## config.mk

```make
export PLATFORM = sky130hd
export DESIGN_NAME = tic_timemark_gen
export DESIGN_NICKNAME = d
export VERILOG_FILES = /design/src/rtl/tt_pkg.sv /design/src/rtl/tt_period_ctr.sv /design/src/rtl/tt_phase_acc.sv /design/src/rtl/tt_pulse_shaper.sv /design/src/rtl/tic_timemark_gen.sv
export SDC_FILE = /design/constraint.sdc
export NUM_CORES = 1
export LEC_CHECK = 0
export BUFFER_PORTS_ARGS = -buffer_cell sky130_fd_sc_hd__buf_2
export CAP_MARGIN = 30
export CORE_MARGIN = 2
export CORE_UTILIZATION = 40
export CTS_BUF_LIST = sky130_fd_sc_hd__clkbuf_4 sky130_fd_sc_hd__clkbuf_8
export CTS_CLUSTER_SIZE = 30
export DETAILED_ROUTE_END_ITERATION = 8
export PLACE_DENSITY = 0.57
export SYNTH_ARGS = -nofsm -noshare
export SYNTH_HDL_FRONTEND = slang
export SYNTH_SLANG_ARGS = --single-unit
```

## constraint.sdc

```tcl
create_clock -name clk -period 4.6 [get_ports clk]
set_clock_uncertainty 0.05 [all_clocks]
set_input_delay 0.23 -clock clk [delete_from_list [all_inputs] [get_ports clk]]
set_output_delay 0.23 -clock clk [all_outputs]
set_load 0.01 [all_outputs]
```

## src/rtl/tt_pkg.sv

```systemverilog
package tt_pkg;
  typedef enum logic [1:0] {
    PS_IDLE = 2'd0,
    PS_WAIT = 2'd1,
    PS_HIGH = 2'd2
  } pulse_st_t;
endpackage

```

## src/rtl/tt_period_ctr.sv

```systemverilog
module tt_period_ctr #(
  parameter int HI_W   = 8,
  parameter int LO_W   = 16,
  parameter int DATA_W = 16,
  parameter logic [HI_W-1:0] DEF_HI = '0,
  parameter logic [LO_W-1:0] DEF_LO = '1
) (
  input  logic              clk,
  input  logic              rst,
  input  logic              cfg_wr,
  input  logic              cfg_sel_hi,
  input  logic [DATA_W-1:0] cfg_data,
  input  logic              extend,
  output logic              boundary
);
  localparam int PER_W = HI_W + LO_W;

  logic [HI_W-1:0]  hi_q;
  logic [LO_W-1:0]  lo_q;
  logic [PER_W-1:0] cnt_q;
  logic [PER_W-1:0] reload;

  assign boundary = (cnt_q == '0);
  assign reload   = {hi_q, lo_q} - PER_W'(1) + PER_W'(extend);

  always_ff @(posedge clk) begin
    if (rst) begin
      hi_q  <= DEF_HI;
      lo_q  <= DEF_LO;
      cnt_q <= '0;
    end else begin
      if (cfg_wr) begin
        if (cfg_sel_hi) hi_q <= cfg_data[HI_W-1:0];
        else            lo_q <= cfg_data[LO_W-1:0];
      end
      if (boundary) cnt_q <= reload;
      else          cnt_q <= cnt_q - PER_W'(1);
    end
  end
endmodule

```

## src/rtl/tt_phase_acc.sv

```systemverilog
module tt_phase_acc #(
  parameter int PH_W  = 3,
  parameter int OVF_W = 16,
  parameter int DEC_N = 10
) (
  input  logic             clk,
  input  logic             rst,
  input  logic             step,
  input  logic [PH_W-1:0]  code,
  output logic [PH_W-1:0]  phase_q,
  output logic             carry,
  output logic [OVF_W-1:0] ovf_q,
  output logic             mark_sel
);
  localparam int DEC_W = (DEC_N > 1) ? $clog2(DEC_N) : 1;

  logic [PH_W:0]    sum;
  logic [DEC_W-1:0] dec_q;

  assign sum      = {1'b0, phase_q} + {1'b0, code};
  assign carry    = step & sum[PH_W];
  assign mark_sel = (dec_q == '0);

  always_ff @(posedge clk) begin
    if (rst) begin
      phase_q <= '0;
      ovf_q   <= '0;
      dec_q   <= '0;
    end else if (step) begin
      phase_q <= sum[PH_W-1:0];
      if (sum[PH_W]) ovf_q <= ovf_q + OVF_W'(1);
      if (dec_q == DEC_W'(DEC_N - 1)) dec_q <= '0;
      else                            dec_q <= dec_q + DEC_W'(1);
    end
  end
endmodule

```

## src/rtl/tt_pulse_shaper.sv

```systemverilog
module tt_pulse_shaper
  import tt_pkg::*;
#(
  parameter int PH_W  = 3,
  parameter int LEN_W = 8
) (
  input  logic             clk,
  input  logic             rst,
  input  logic             fire,
  input  logic [PH_W-1:0]  delay,
  input  logic [LEN_W-1:0] len,
  output logic             pps_q
);
  localparam int RW = (PH_W > LEN_W) ? PH_W : LEN_W;

  pulse_st_t      st_q;
  logic [RW-1:0]  rem_q;
  logic [RW-1:0]  hold;

  assign hold = (len == '0) ? '0 : RW'(len) - RW'(1);

  always_ff @(posedge clk) begin
    if (rst) begin
      st_q  <= PS_IDLE;
      rem_q <= '0;
      pps_q <= 1'b0;
    end else if (fire) begin
      if (delay == '0) begin
        st_q  <= PS_HIGH;
        rem_q <= hold;
        pps_q <= 1'b1;
      end else begin
        st_q  <= PS_WAIT;
        rem_q <= RW'(delay) - RW'(1);
        pps_q <= 1'b0;
      end
    end else begin
      case (st_q)
        PS_WAIT: begin
          if (rem_q == '0) begin
            st_q  <= PS_HIGH;
            rem_q <= hold;
            pps_q <= 1'b1;
          end else begin
            rem_q <= rem_q - RW'(1);
          end
        end
        PS_HIGH: begin
          if (rem_q == '0) begin
            st_q  <= PS_IDLE;
            pps_q <= 1'b0;
          end else begin
            rem_q <= rem_q - RW'(1);
          end
        end
        default: begin
          st_q  <= PS_IDLE;
          pps_q <= 1'b0;
        end
      endcase
    end
  end
endmodule

```

## src/rtl/tic_timemark_gen.sv

```systemverilog
module tic_timemark_gen #(
  parameter int HI_W  = 8,
  parameter int LO_W  = 16,
  parameter int PH_W  = 3,
  parameter int LEN_W = 8,
  parameter int OVF_W = 16,
  parameter int DEC_N = 10,
  parameter logic [HI_W-1:0] DEF_HI = 8'h3C,
  parameter logic [LO_W-1:0] DEF_LO = 16'hB823,
  localparam int DATA_W = (HI_W > LO_W) ? HI_W : LO_W
) (
  input  logic              clk,
  input  logic              rst,
  input  logic              cfg_wr,
  input  logic              cfg_sel_hi,
  input  logic [DATA_W-1:0] cfg_data,
  input  logic [PH_W-1:0]   corr_code,
  input  logic [LEN_W-1:0]  pulse_len,
  output logic              tic,
  output logic              pps,
  output logic [PH_W-1:0]   phase,
  output logic [OVF_W-1:0]  ovf_count
);
  logic boundary;
  logic carry;
  logic mark_sel;
  logic tic_q;

  tt_period_ctr #(
    .HI_W(HI_W), .LO_W(LO_W), .DATA_W(DATA_W),
    .DEF_HI(DEF_HI), .DEF_LO(DEF_LO)
  ) u_period (
    .clk(clk), .rst(rst), .cfg_wr(cfg_wr), .cfg_sel_hi(cfg_sel_hi),
    .cfg_data(cfg_data), .extend(carry), .boundary(boundary)
  );

  tt_phase_acc #(
    .PH_W(PH_W), .OVF_W(OVF_W), .DEC_N(DEC_N)
  ) u_acc (
    .clk(clk), .rst(rst), .step(boundary), .code(corr_code),
    .phase_q(phase), .carry(carry), .ovf_q(ovf_count), .mark_sel(mark_sel)
  );

  tt_pulse_shaper #(
    .PH_W(PH_W), .LEN_W(LEN_W)
  ) u_pulse (
    .clk(clk), .rst(rst), .fire(boundary & mark_sel),
    .delay(phase), .len(pulse_len), .pps_q(pps)
  );

  always_ff @(posedge clk) begin
    if (rst) tic_q <= 1'b0;
    else     tic_q <= boundary;
  end

  assign tic = tic_q;
endmodule

```

Word-level counts from Yosys, hierarchy flattened
Cells that the tools add are included.
{"block": "totals", "register_bits": 83, "output_inout_bits": 21, "inputBits": 31, "wordCells": 57}
{"block": "op_classes", "n_eq_ne": 6, "muxes": 18, "n_reduce_logical": 11, "bitwise_logic": 3, "add_sub_neg": 9}
{"cell": "$sub A24 B1 Y24 const B", "count": 2}
{"cell": "$mux W8", "count": 5}
{"cell": "$add A24 B1 Y24", "count": 1}
{"cell": "$logic_not A24 Y1", "count": 1}
{"cell": "$mux W24", "count": 1}
{"cell": "$add A16 B1 Y16 const B", "count": 1}
{"cell": "$logic_not A8 Y1", "count": 2}
{"cell": "$pmux W8 S2", "count": 1}
{"cell": "$sub A8 B1 Y8 const B", "count": 2}
{"cell": "$reduce_and A2 Y1", "count": 5}
{"cell": "$mux W2", "count": 4}
{"cell": "$ne A3 B1 Y1 const B", "count": 2}
{"cell": "$add A3 B3 Y4", "count": 1}
{"cell": "$add A4 B1 Y4 const B", "count": 1}
{"cell": "$eq A4 B4 Y1 const B", "count": 1}
{"cell": "$logic_not A4 Y1", "count": 1}
{"cell": "$mux W1", "count": 4}
{"cell": "$mux W4", "count": 1}
{"cell": "$pmux W2 S2", "count": 1}
{"cell": "$sub A3 B1 Y4 const B", "count": 1}
{"cell": "$logic_not A3 Y1", "count": 1}
{"cell": "$ne A3 B2 Y1 const B", "count": 1}
{"cell": "$reduce_bool A3 Y1", "count": 1}
{"cell": "$and A1 B1 Y1", "count": 2}
{"cell": "4 further kinds", "count": 4}

Longest topological paths before layout
Gate-level depths: netlist of run 1.
{"block": "depth", "depth_word": 5, "depth_mapped": 13, "depth_no_buf": 12}

Hierarchy
Synthesis of run 1 repeated with hierarchy kept, for this count alone.
{"block": "hier_totals", "hier_cells": 564, "hier_area_um2": 4630.7}
{"mod": "tt_period_ctr", "instances": 1, "area_each_um2": 2509.9, "seq_area_each_um2": 960.9, "cells_each": 306}
{"mod": "tt_phase_acc", "instances": 1, "area_each_um2": 1157.4, "seq_area_each_um2": 460.4, "cells_each": 134}
{"mod": "tt_pulse_shaper", "instances": 1, "area_each_um2": 923.4, "seq_area_each_um2": 200.2, "cells_each": 121}
{"mod": "tic_timemark_gen", "instances": 1, "area_each_um2": 40.0, "seq_area_each_um2": 20.0, "cells_each": 3}

Worst setup path after synthesis of run 1
No wires, ideal clock.
{"block": "synth_timing", "path_kind": "register to register", "start": "reg u_acc.phase_q[1]", "end": "reg u_period.cnt_q[16]", "t_required_ps": 4459, "setup_time_ps": 91, "synth_period_minus_slack_ps": 3581, "path_stages_with_launch": 13, "setup_slack_ps": 1019, "t_arrival_ps": 3440, "cell_sequence": "dfxtp_1 ha_1 a21o_1 a21o_1 nand4_1 clkbuf_1 ha_1 ha_1 or4b_2 nor4b_2 nand3_1 xor2_1 a311oi_1"}
{"block": "synth_between", "elab_chain_len": 4}
{"element": "from (decl)", "line_no": "tt_phase_acc.sv:10", "rtl": "output logic [PH_W-1:0] phase_q,"}
{"element": "from (signal assigned)", "line_no": "tt_phase_acc.sv:30", "rtl": "phase_q <= sum[PH_W-1:0];"}
{"element": "$add A3 B3 Y4", "line_no": "tt_phase_acc.sv:20", "rtl": "assign sum = {1'b0, phase_q} + {1'b0, code};"}
{"element": "$and A1 B1 Y1", "line_no": "tt_phase_acc.sv:21", "rtl": "assign carry = step & sum[PH_W];"}
{"element": "$add A24 B1 Y24", "line_no": "tt_period_ctr.sv:24", "rtl": "assign reload = {hi_q, lo_q} - PER_W'(1) + PER_W'(extend);"}
{"element": "$mux W24", "line_no": "tt_period_ctr.sv:36", "rtl": "if (boundary) cnt_q <= reload;"}
{"element": "to (signal assigned)", "line_no": "tt_period_ctr.sv:36"}
{"element": "to (signal assigned)", "line_no": "tt_period_ctr.sv:37", "rtl": "else cnt_q <= cnt_q - PER_W'(1);"}
{"element": "to (decl)", "line_no": "tt_period_ctr.sv:20", "rtl": "logic [PER_W-1:0] cnt_q;"}
Every way passes these cells.
A chain may end at the register's enable or synchronous reset.

Worst setup path after layout of run 1
Ends and elaborated chain as after synthesis.

==> flow_summary.json, run 1 <==
{
  "dp_slack_ps": 659,
  "grt_pass1_wl_mm": 20.2,
  "grtUsageMet1": 0.276,
  "hold_buffers": 3,
  "ys_ff_latch": 82,
  "drc": 0,
  "utilization": 0.461,
  "ff2ff_path_depth": 11,
  "area_growth_pct": 12.5,
  "synth.distinct_cells": 59,
  "timing.max_cap.violations": 0,
  "post_cts_buffers": 0,
  "grt_usage": 0.198,
  "cts_max_path_buffers": 2,
  "globalplace.congestion": 0.835,
  "htree_num_levels": 3,
  "die_h_um": 112,
  "antenna_found_initial": 0,
  "drive_above_1_share": 0.126,
  "vdd_ir_drop_max_uv": 232,
  "post-route-min-period_ps": 3910,
  "period_share": 0.849,
  "critPathRequiredTime_ps": 4840,
  "cts_resized": 0,
  "die_w_um": 112,
  "wirelength_mm": 12.2,
  "floorplan.initialDensity": 0.410,
  "cp_max_fo": 11,
  "avgViaCountPerCell": 5.70,
  "first_pass_iters": 5,
  "die_area_mm2": 0.0126,
  "synth.avg_cell_area_um2": 7.97,
  "vias": 4420,
  "yosysTopAreaCell": "dfxtp_1",
  "end_kind": "flip-flop",
  "fill_cells": 1153,
  "cts_tree": "yes",
  "grt_busiest_layer": "met2",
  "io_pins": 52,
  "nNetsFinal": 675,
  "dp_hpwl_mm": 8.85,
  "numCtsBuffers": 9,
  "path_buf_inv": 0,
  "diodes": 0,
  "path_depth": 11,
  "rsz0062_at_grt": "no",
  "cts.reportedPaths.clkPinSlew_ps": 90,
  "worstSetupStartpointType": "flip-flop",
  "met2_usage": 0.305,
  "cpMostUsedCell": "ha_1",
  "rows": 39,
  "first_iter_violations": 227,
  "clockRootBuffer": "clkbuf_8",
  "syn-num-nets": 634,
  "slowest_delay_ps": 670,
  "arrival_ps": 4140,
  "max_freq_ghz": 0.256,
  "status": "finished clean",
  "syn-cell-area_mm2": 0.00468,
  "slew_headroom": 0.415,
  "crit_chain": "ha_1, a21o_1, a21o_1, nand4_1, ha_1, ha_1, or4b_2, nor4b_2, nand3_1, xor2_1, a311oi_1",
  "synth-seq-area-share": 0.350,
  "synthArstFlopShare": 0,
  "yosysTopAreaCellShare": 0.350,
  "grt-ovfl-total": 0,
  "hold_class": "in -> reg",
  "power_density_mw_per_mm2": 557,
  "critical-path-slowest-cell": "or4b_2",
  "whs_path_depth": 3,
  "critPathKind": "reg -> reg",
  "finalSetupViolCount": 0,
  "slew_violations": 0,
  "grt_max_degree": 64,
  "layout_setup_ws_ps": 694,
  "numPortBuffers": 51,
  "clk_latency_ps": 370,
  "synth_ff_type": "dfxtp_1",
  "worst-slew-pin-transition_ps": 871,
  "core_area_mm2": 0.0114,
  "yosys-top-cells-area": "dfxtp_1 (35%), nand2_1 (5.6%), a21oi_1 (5.3%), xnor2_1 (4.1%), xor2_1 (4.1%)",
  "yosys_warnings": 0,
  "use_met3": 0.0416,
  "synth_most_common_cell": "dfxtp_1",
  "grt_pass1_vias": 4114,
  "synth_common_cells": "dfxtp_1 (82), nand2_1 (70), a21oi_1 (50)",
  "fin_tns_setup_ps": 0,
  "leakage_uw": 0.00200,
  "placed_cell_area_mm2": 0.00504,
  "route.detailed.wl_per_inst_um": 15.7,
  "finalInstanceArea_mm2": 0.00527,
  "cts.sinks": 82,
  "path_delay_family": "simple AND/OR/NAND/NOR gates",
  "antenna_left": 0,
  "syn_inst": 588,
  "finalHoldViolations": 0,
  "synth_edf_count": 0
}
-- cell usage in the layout, fill, tap and decap left out, types with 3 or more instances in the layout --
master / instances
nor2_1: 41
a21oi_1: 50
xor2_1: 22
dlygate4sd3_1: 3
nor4_1: 11
clkbuf_8: 10
inv_1: 22
ha_1: 14
o211ai_1: 4
buf_2: 51
nor3b_1: 3
nor2b_1: 6
or3_1: 18
nand2b_1: 5
and3_1: 8
nand3_1: 31
a211oi_1: 19
dfxtp_1: 82
nand2_1: 70
or4_1: 21
nand4_1: 6
o31ai_1: 17
o21ai_0: 15
a22o_1: 4
nor3_1: 22
xnor2_1: 22
mux2i_1: 5
-- registers in the layout (all words and copies together), names as in the netlist --
name	cells
u_period.cnt_q	24
u_acc.ovf_q	16
u_period.lo_q	16
u_period.hi_q	8
u_pulse.rem_q	8
u_acc.dec_q	4
u_acc.phase_q	3
u_pulse.st_q	2
tic	1
-- through the flow --
stage               power, uW  instances  hold WS (ps)
global route             3160        776          29.7
floorplan                2070        588           304
CTS                      2940        776          9.16
detailed placement       2380        758           393
finish                   2930        776          26.9
global placement         2370        757           390
-- where the power goes --
group,switching [uW],total (uW),internal (uW)
sequential,151,994,843
combinational,839,1400,560
clock,271,541,270
total,1260,2930,1670
-- metal layers --
| metal | vias up | share of wire | wire length (um) |
|---|---|---|---|
| met3 | 13 | 0.048 | 588 |
| li1 | 2233 | - | - |
| met4 | 0 | 0.015 | 179 |
| met1 | 2076 | 0.50 | 6120 |
| met2 | 98 | 0.44 | 5310 |
| met5 | - | 0 | 0 |
-- tightest hold or removal path, cell delays in order --
cell and delay, ps:
buf_2 80, nand2_1 40, nand3_1 60
-- cell families (layout without fill, tap and decap cells) --
group                      Yosys count  count (layout)  share of synthesized area
DFF                                 82              82                      0.350
buffers and inverters               49              94                     0.0401
AOI/OAI and AO/OA                  133             133                      0.184
adders and majority gates           15              15                     0.0417
xor gates and xnor gates            44              44                     0.0823
muxes                                5               5                     0.0107
and+or+nand+nor                    260             260                      0.291
-- worst paths after layout --
kind	from	end	slack [ps]
worst min-delay path	cfg_data[12]	u_period.lo_q[12]	30
worst max-delay path	u_acc.phase_q[1]	u_period.cnt_q[16]	690
worst min register to register	u_period.lo_q[9]	u_period.lo_q[9]	440
worst max register to register	u_acc.phase_q[1]	u_period.cnt_q[16]	690
-- cell type report --
type / instances / area [um^2] / area share
Multi-Input combinational cell: 457 / 2860 / 0.542
Sequential cell: 82 / 1640 / 0.312
Timing Repair Buffer: 57 / 312 / 0.0591
Tap cell: 143 / 179 / 0.0340
Clock buffer: 11 / 145 / 0.0275
Inverter: 22 / 82.6 / 0.0157
Clock inverter: 4 / 51.3 / 0.00974
Power figures use the tool's default switching activity.
==> run 2: changes to the inputs <==
ABC_AREA = 1   (was not set)
PLACE_DENSITY = 0.59   (was 0.57)
clock period = 3.3 ns   (was 4.6 ns; I/O delays follow)
==> flow_summary.json, run 2 <==
{
  "grt_pass1_vias": 4551,
  "worst-slew-pin-transition_ps": 533,
  "cpMostUsedCell": "ha_1",
  "post_cts_buffers": 0,
  "drc": 0,
  "finalHoldViolations": 0,
  "syn-cell-area_mm2": 0.00500,
  "stdcell_count": 1014,
  "antenna_left": 0,
  "yosys-top-cells-area": "dfxtp_1 (33%), nand2_1 (13%), nor2_1 (11%), inv_1 (6.3%), nand3_1 (5.5%)",
  "die_w_um": 116,
  "final_common_cell": "nand2_1",
  "cts.reportedPaths.clkPinSlew_ps": 90,
  "arrival_ps": 3030,
  "synth.distinct_cells": 40,
  "synth_ff_type": "dfxtp_1",
  "clk_latency_ps": 370,
  "wirelength_mm": 12.7,
  "rows": 40,
  "synth_most_common_cell": "nand2_1",
  "slowest_delay_ps": 320,
  "fin_tns_setup_ps": 0,
  "floorplan.initialDensity": 0.413,
  "end_kind": "flip-flop",
  "drive_above_1_share": 0.109,
  "grtUsageMet1": 0.247,
  "nNetsFinal": 887,
  "use_met3": 0.0502,
  "clockRootBuffer": "clkbuf_8",
  "syn-num-nets": 822,
  "numPortBuffers": 51,
  "critPathKind": "reg -> reg",
  "ys_ff_latch": 82,
  "synth.avg_cell_area_um2": 6.44,
  "period_share": 0.851,
  "regMostFlops": "u_period.cnt_q",
  "htree_num_levels": 3,
  "yosysTopAreaCellShare": 0.328,
  "fill_cells": 1283,
  "io_pins": 52,
  "synthArstFlopShare": 0,
  "core_area_mm2": 0.0121,
  "met2_usage": 0.346,
  "multi_input_area_mm2": 0.00294,
  "worstHoldStart": "cfg_data[6]",
  "route.detailed.wl_per_inst_um": 12.5,
  "power_density_mw_per_mm2": 711,
  "avgViaCountPerCell": 4.85,
  "synth_edf_count": 0,
  "vdd_ir_drop_max_uv": 290,
  "yosys_warnings": 0,
  "cts.sinks": 82,
  "cts_max_path_buffers": 2,
  "vias": 4918,
  "grt_max_degree": 28,
  "final_cell_mix": "nand2_1 (173), nor2_1 (142), inv_1 (84)",
  "reg2reg_from": "u_period.cnt_q[0]",
  "max_freq_ghz": 0.356,
  "first_iter_violations": 268,
  "hold_class": "in -> reg",
  "worstSetupStartpointType": "flip-flop",
  "rsz0062_at_grt": "no",
  "status": "finished clean",
  "die_h_um": 116,
  "grt_pass1_wl_mm": 21.2,
  "finalSetupViolCount": 0,
  "largestRegisters": "u_period.cnt_q: 24 flops, u_acc.ovf_q: 16 flops, u_period.lo_q: 16 flops",
  "cp_max_fo": 17,
  "critical-path-slowest-cell": "dfxtp_1",
  "antenna_found_initial": 0,
  "slew_headroom": 0.642,
  "grt-ovfl-total": 0,
  "cp-startpoint": "u_period.cnt_q[0]",
  "grt_usage": 0.200,
  "leakage_uw": 0.00261,
  "diodes": 0,
  "largest_register_ffs": 24,
  "first_pass_iters": 4,
  "numCtsBuffers": 9,
  "seqCellArea_mm2": 0.00164,
  "synth_common_cells": "nand2_1 (173), nor2_1 (142), inv_1 (84)",
  "syn_inst": 776,
  "synth-seq-area-share": 0.328,
  "grt_busiest_layer": "met2",
  "dp_hpwl_mm": 9.47,
  "crit_chain": "inv_1, ha_1, nand2_2, nor2_4, nand3_4, clkinv_4, nand2_4, ha_1, ha_1, nand3_1, inv_1, nand2_1, nor2_1, xor2_1, o21ai_0, nor2_1",
  "cts_tree": "yes",
  "globalplace.congestion": 0.860,
  "yosysTopAreaCell": "dfxtp_1",
  "die_area_mm2": 0.0134,
  "dp_cells": 984,
  "critPathRequiredTime_ps": 3520,
  "timing.max_cap.violations": 0,
  "area_growth_pct": 14.8,
  "slew_violations": 0,
  "post-route-min-period_ps": 2810
}
==> run 2: area by class of cell <==
type / count / area share
multi-input cells: 590 / 0.513
flip-flops and latches: 82 / 0.286
repair buffers: 70 / 0.0754
inverters: 88 / 0.0586
well taps: 168 / 0.0366
clock buffers: 11 / 0.0253
clock inverters: 5 / 0.00523
==> run 2: final timing paths <==
| check | slack, ps | endpoint | depth (start not counted) |
|---|---|---|---|
| worst max-delay path | 490 | u_period.cnt_q[18] | 16 |
| worst min-delay path | 30 | u_period.hi_q[6] | 3 |
| worst max register to register | 490 | u_period.cnt_q[18] | 16 |
| worst min register to register | 410 | u_period.cnt_q[0] | 1 |
==> run 2: critical path, delay by kind of cell (launching register included) <==
family / cells / cell delay (ps)
flops: 1 / 320
xor+xnor: 1 / 130
buf+inv: 3 / 340
simple gates: 8 / 940
fa+ha+maj: 3 / 760
compound gates: 1 / 160
==> run 2: per-layer routing <==
metal | part of all wire | up-vias | wire length (um)
li1 | - | 2645 | -
met1 | 0.47 | 2185 | 6010
met2 | 0.48 | 75 | 6050
met3 | 0.037 | 13 | 472
met4 | 0.011 | 0 | 136
met5 | 0 | - | 0
==> run 2: power by group <==
part	switching [uW]	internal (uW)	total, uW
registers	173	1180	1350
clock network	379	298	677
logic	1310	745	2060
==> run 2: per-stage QoR <==
step           setup WS [ps]  utilization  hold slack (ps)  area [um^2]  power [uW]
6_report                 492        0.474             34.7         5740        4080
5_1_grt                  196        0.474             38.3         5740        4490
4_1_cts                  463        0.474             11.4         5740        4130
3_5_place_dp             486        0.448              333         5420        3420
3_3_place_gp             593        0.448              327         5420        3390
2_1_floorplan            729            -              228         5000        2980
==> run 2: cell families after synthesis <==
kind of cell / synth area share
adders and majority gates: 0.0390
buffers and inverters: 0.0829
and+or+nand+nor: 0.366
xor gates and xnor gates: 0.0596
DFF: 0.328
AOI/OAI and AO/OA: 0.124
==> run 2: what timing repair did <==
item / in CTS / in global routing
hold buffers: 14 / 0
endpoints found under the hold margin: 17 / 0
endpoints found under the setup margin: 0 / 0
gates resized for setup: 0 / 0
==> run 3: changes to the inputs <==
CORE_UTILIZATION = 53   (was 40)
PLACE_DENSITY = 0.75   (was 0.59)
==> flow_summary.json, run 3 (synthesis gave the netlist of run 2 again) <==
{
  "wirelength_mm": 12.0,
  "diodes": 0,
  "cts_max_path_buffers": 2,
  "route.detailed.wl_per_inst_um": 12.6,
  "arrival_ps": 3030,
  "cts_resized": 0,
  "r2r_slack_ps": 470,
  "nNetsFinal": 881,
  "final_cell_mix": "nand2_1 (173), nor2_1 (142), inv_1 (84)",
  "p_int_uw": 2210,
  "die_h_um": 101,
  "rsz0062_at_grt": "no",
  "dp_hpwl_mm": 9.11,
  "area_growth_pct": 12.4,
  "clockRootBuffer": "clkbuf_8",
  "vias": 5044,
  "period_share": 0.858,
  "final_common_cell": "nand2_1",
  "drc": 0,
  "cts.sinks": 82,
  "leakage_uw": 0.00259,
  "floorplan.initialDensity": 0.544,
  "cts_tree": "yes",
  "switching_share": 0.461,
  "numCtsBuffers": 9,
  "finalHoldViolations": 0,
  "first_pass_iters": 5,
  "critPathRequiredTime_ps": 3500,
  "htree_num_levels": 3,
  "worstHoldStart": "cfg_data[3]",
  "largestRegisters": "u_period.cnt_q: 24 flops, u_acc.ovf_q: 16 flops, u_period.lo_q: 16 flops",
  "status": "finished clean",
  "die_area_mm2": 0.0102,
  "seqPwrFrac": 0.330,
  "cp_max_fo": 17,
  "fin_tns_setup_ps": 0,
  "regMostFlops": "u_period.cnt_q",
  "power_density_mw_per_mm2": 729,
  "critical-path-slowest-cell": "dfxtp_1",
  "grt_pass1_vias": 4761,
  "end_kind": "flip-flop",
  "avgViaCountPerCell": 5.30,
  "worstSetupStartpointType": "flip-flop",
  "clk_latency_ps": 360,
  "grt_pass1_wl_mm": 20.7,
  "worst-slew-pin-transition_ps": 606,
  "first_iter_violations": 276,
  "finalInstanceArea_mm2": 0.00562,
  "max_freq_ghz": 0.353,
  "fill_cells": 862,
  "grt_max_degree": 34,
  "cpMostUsedCell": "ha_1",
  "io_pins": 52,
  "reg2reg_from": "u_period.cnt_q[0]",
  "largest_register_ffs": 24,
  "post-route-min-period_ps": 2830,
  "core_area_mm2": 0.00920,
  "p_clk_frac": 0.169,
  "grt_usage": 0.249,
  "finalSetupViolCount": 0,
  "dp_cells": 926,
  "power_uw": 4090,
  "fin_hold_ws_ps": 16.0,
  "stdcell_count": 951,
  "vdd_ir_drop_max_uv": 408,
  "hold_class": "in -> reg",
  "antenna_left": 0,
  "globalplace.congestion": 0.911,
  "antenna_found_initial": 0,
  "critPathKind": "reg -> reg",
  "path_delay_family": "simple AND/OR/NAND/NOR gates",
  "rows": 35,
  "drive_above_1_share": 0.108,
  "slew_headroom": 0.593,
  "numPortBuffers": 51,
  "timing.max_cap.violations": 0,
  "placed_cell_area_mm2": 0.00535,
  "crit_chain": "inv_1, ha_1, nand2_2, nor2_4, nand3_4, clkinv_4, nand2_4, ha_1, ha_1, nand3_1, inv_1, nand2_1, nor2_1, xor2_1, o21ai_0, nor2_1",
  "p_switching_uw": 1890,
  "cp-startpoint": "u_period.cnt_q[0]",
  "comb_power_share": 0.501,
  "slew_violations": 0,
  "grt-ovfl-total": 0,
  "cts.reportedPaths.clkPinSlew_ps": 90,
  "die_w_um": 101,
  "path_buf_inv": 3,
  "slowest_delay_ps": 320
}
[run 3: cell types whose count changed in the layout (fill, tap and decap cells not counted), moves of 2 or more]
cell	change
inv_6	+4
dlygate4sd3_1	-5
clkinvlp_4	-2
clkinv_2	-2
[run 3: area by class of cell]
class,count,area (um^2),share of cell area
flip-flops and latches,82,1640,0.292
well taps,111,139,0.0247
inverters,88,337,0.0599
clock buffers,9,124,0.0220
clock inverters,7,60.1,0.0107
repair buffers,64,375,0.0668
multi-input cells,590,2940,0.524
[run 3: power groups by stage]
stage | clock network (uW) | logic (uW) | registers (uW)
after detailed placement | 0 | 2030 | 1370
final | 693 | 2050 | 1350
after global placement | 0 | 1980 | 1360
after CTS | 712 | 2050 | 1350
after global routing | 751 | 2360 | 1380
after floorplan | 0 | 1650 | 1330
[run 3: metal layers]
metal,track usage,wire (um),vias to the layer above
li1,-,-,2629
met1,0.306,5290,2271
met2,0.444,5990,122
met3,0.0270,400,22
met4,0.102,288,0
met5,0,0,-
[run 3: worst min-delay path, cell delays in order]
cell and delay [ps]:
buf_2 110, nand2_1 60, nand3_1 50
[run 3: stage by stage]
stage	utilization	worst slack [ps]
2_1_floorplan	-	729
3_3_place_gp	0.581	630
3_5_place_dp	0.581	512
4_1_cts	0.611	476
5_1_grt	0.611	212
6_report	0.611	469
[run 3: final timing paths]
path,endpoint,depth (start not counted)
min reg2reg,u_period.cnt_q[0],1
max,u_period.cnt_q[18],16
min,u_period.hi_q[3],3
max reg2reg,u_period.cnt_q[18],16
[run 3: timing repair]
| action | CTS | global route |
|---|---|---|
| hold endpoints to repair | 9 | 0 |
| setup buffers | 0 | 0 |
| endpoints found under the setup margin | 0 | 0 |
| hold buffers | 9 | 0 |
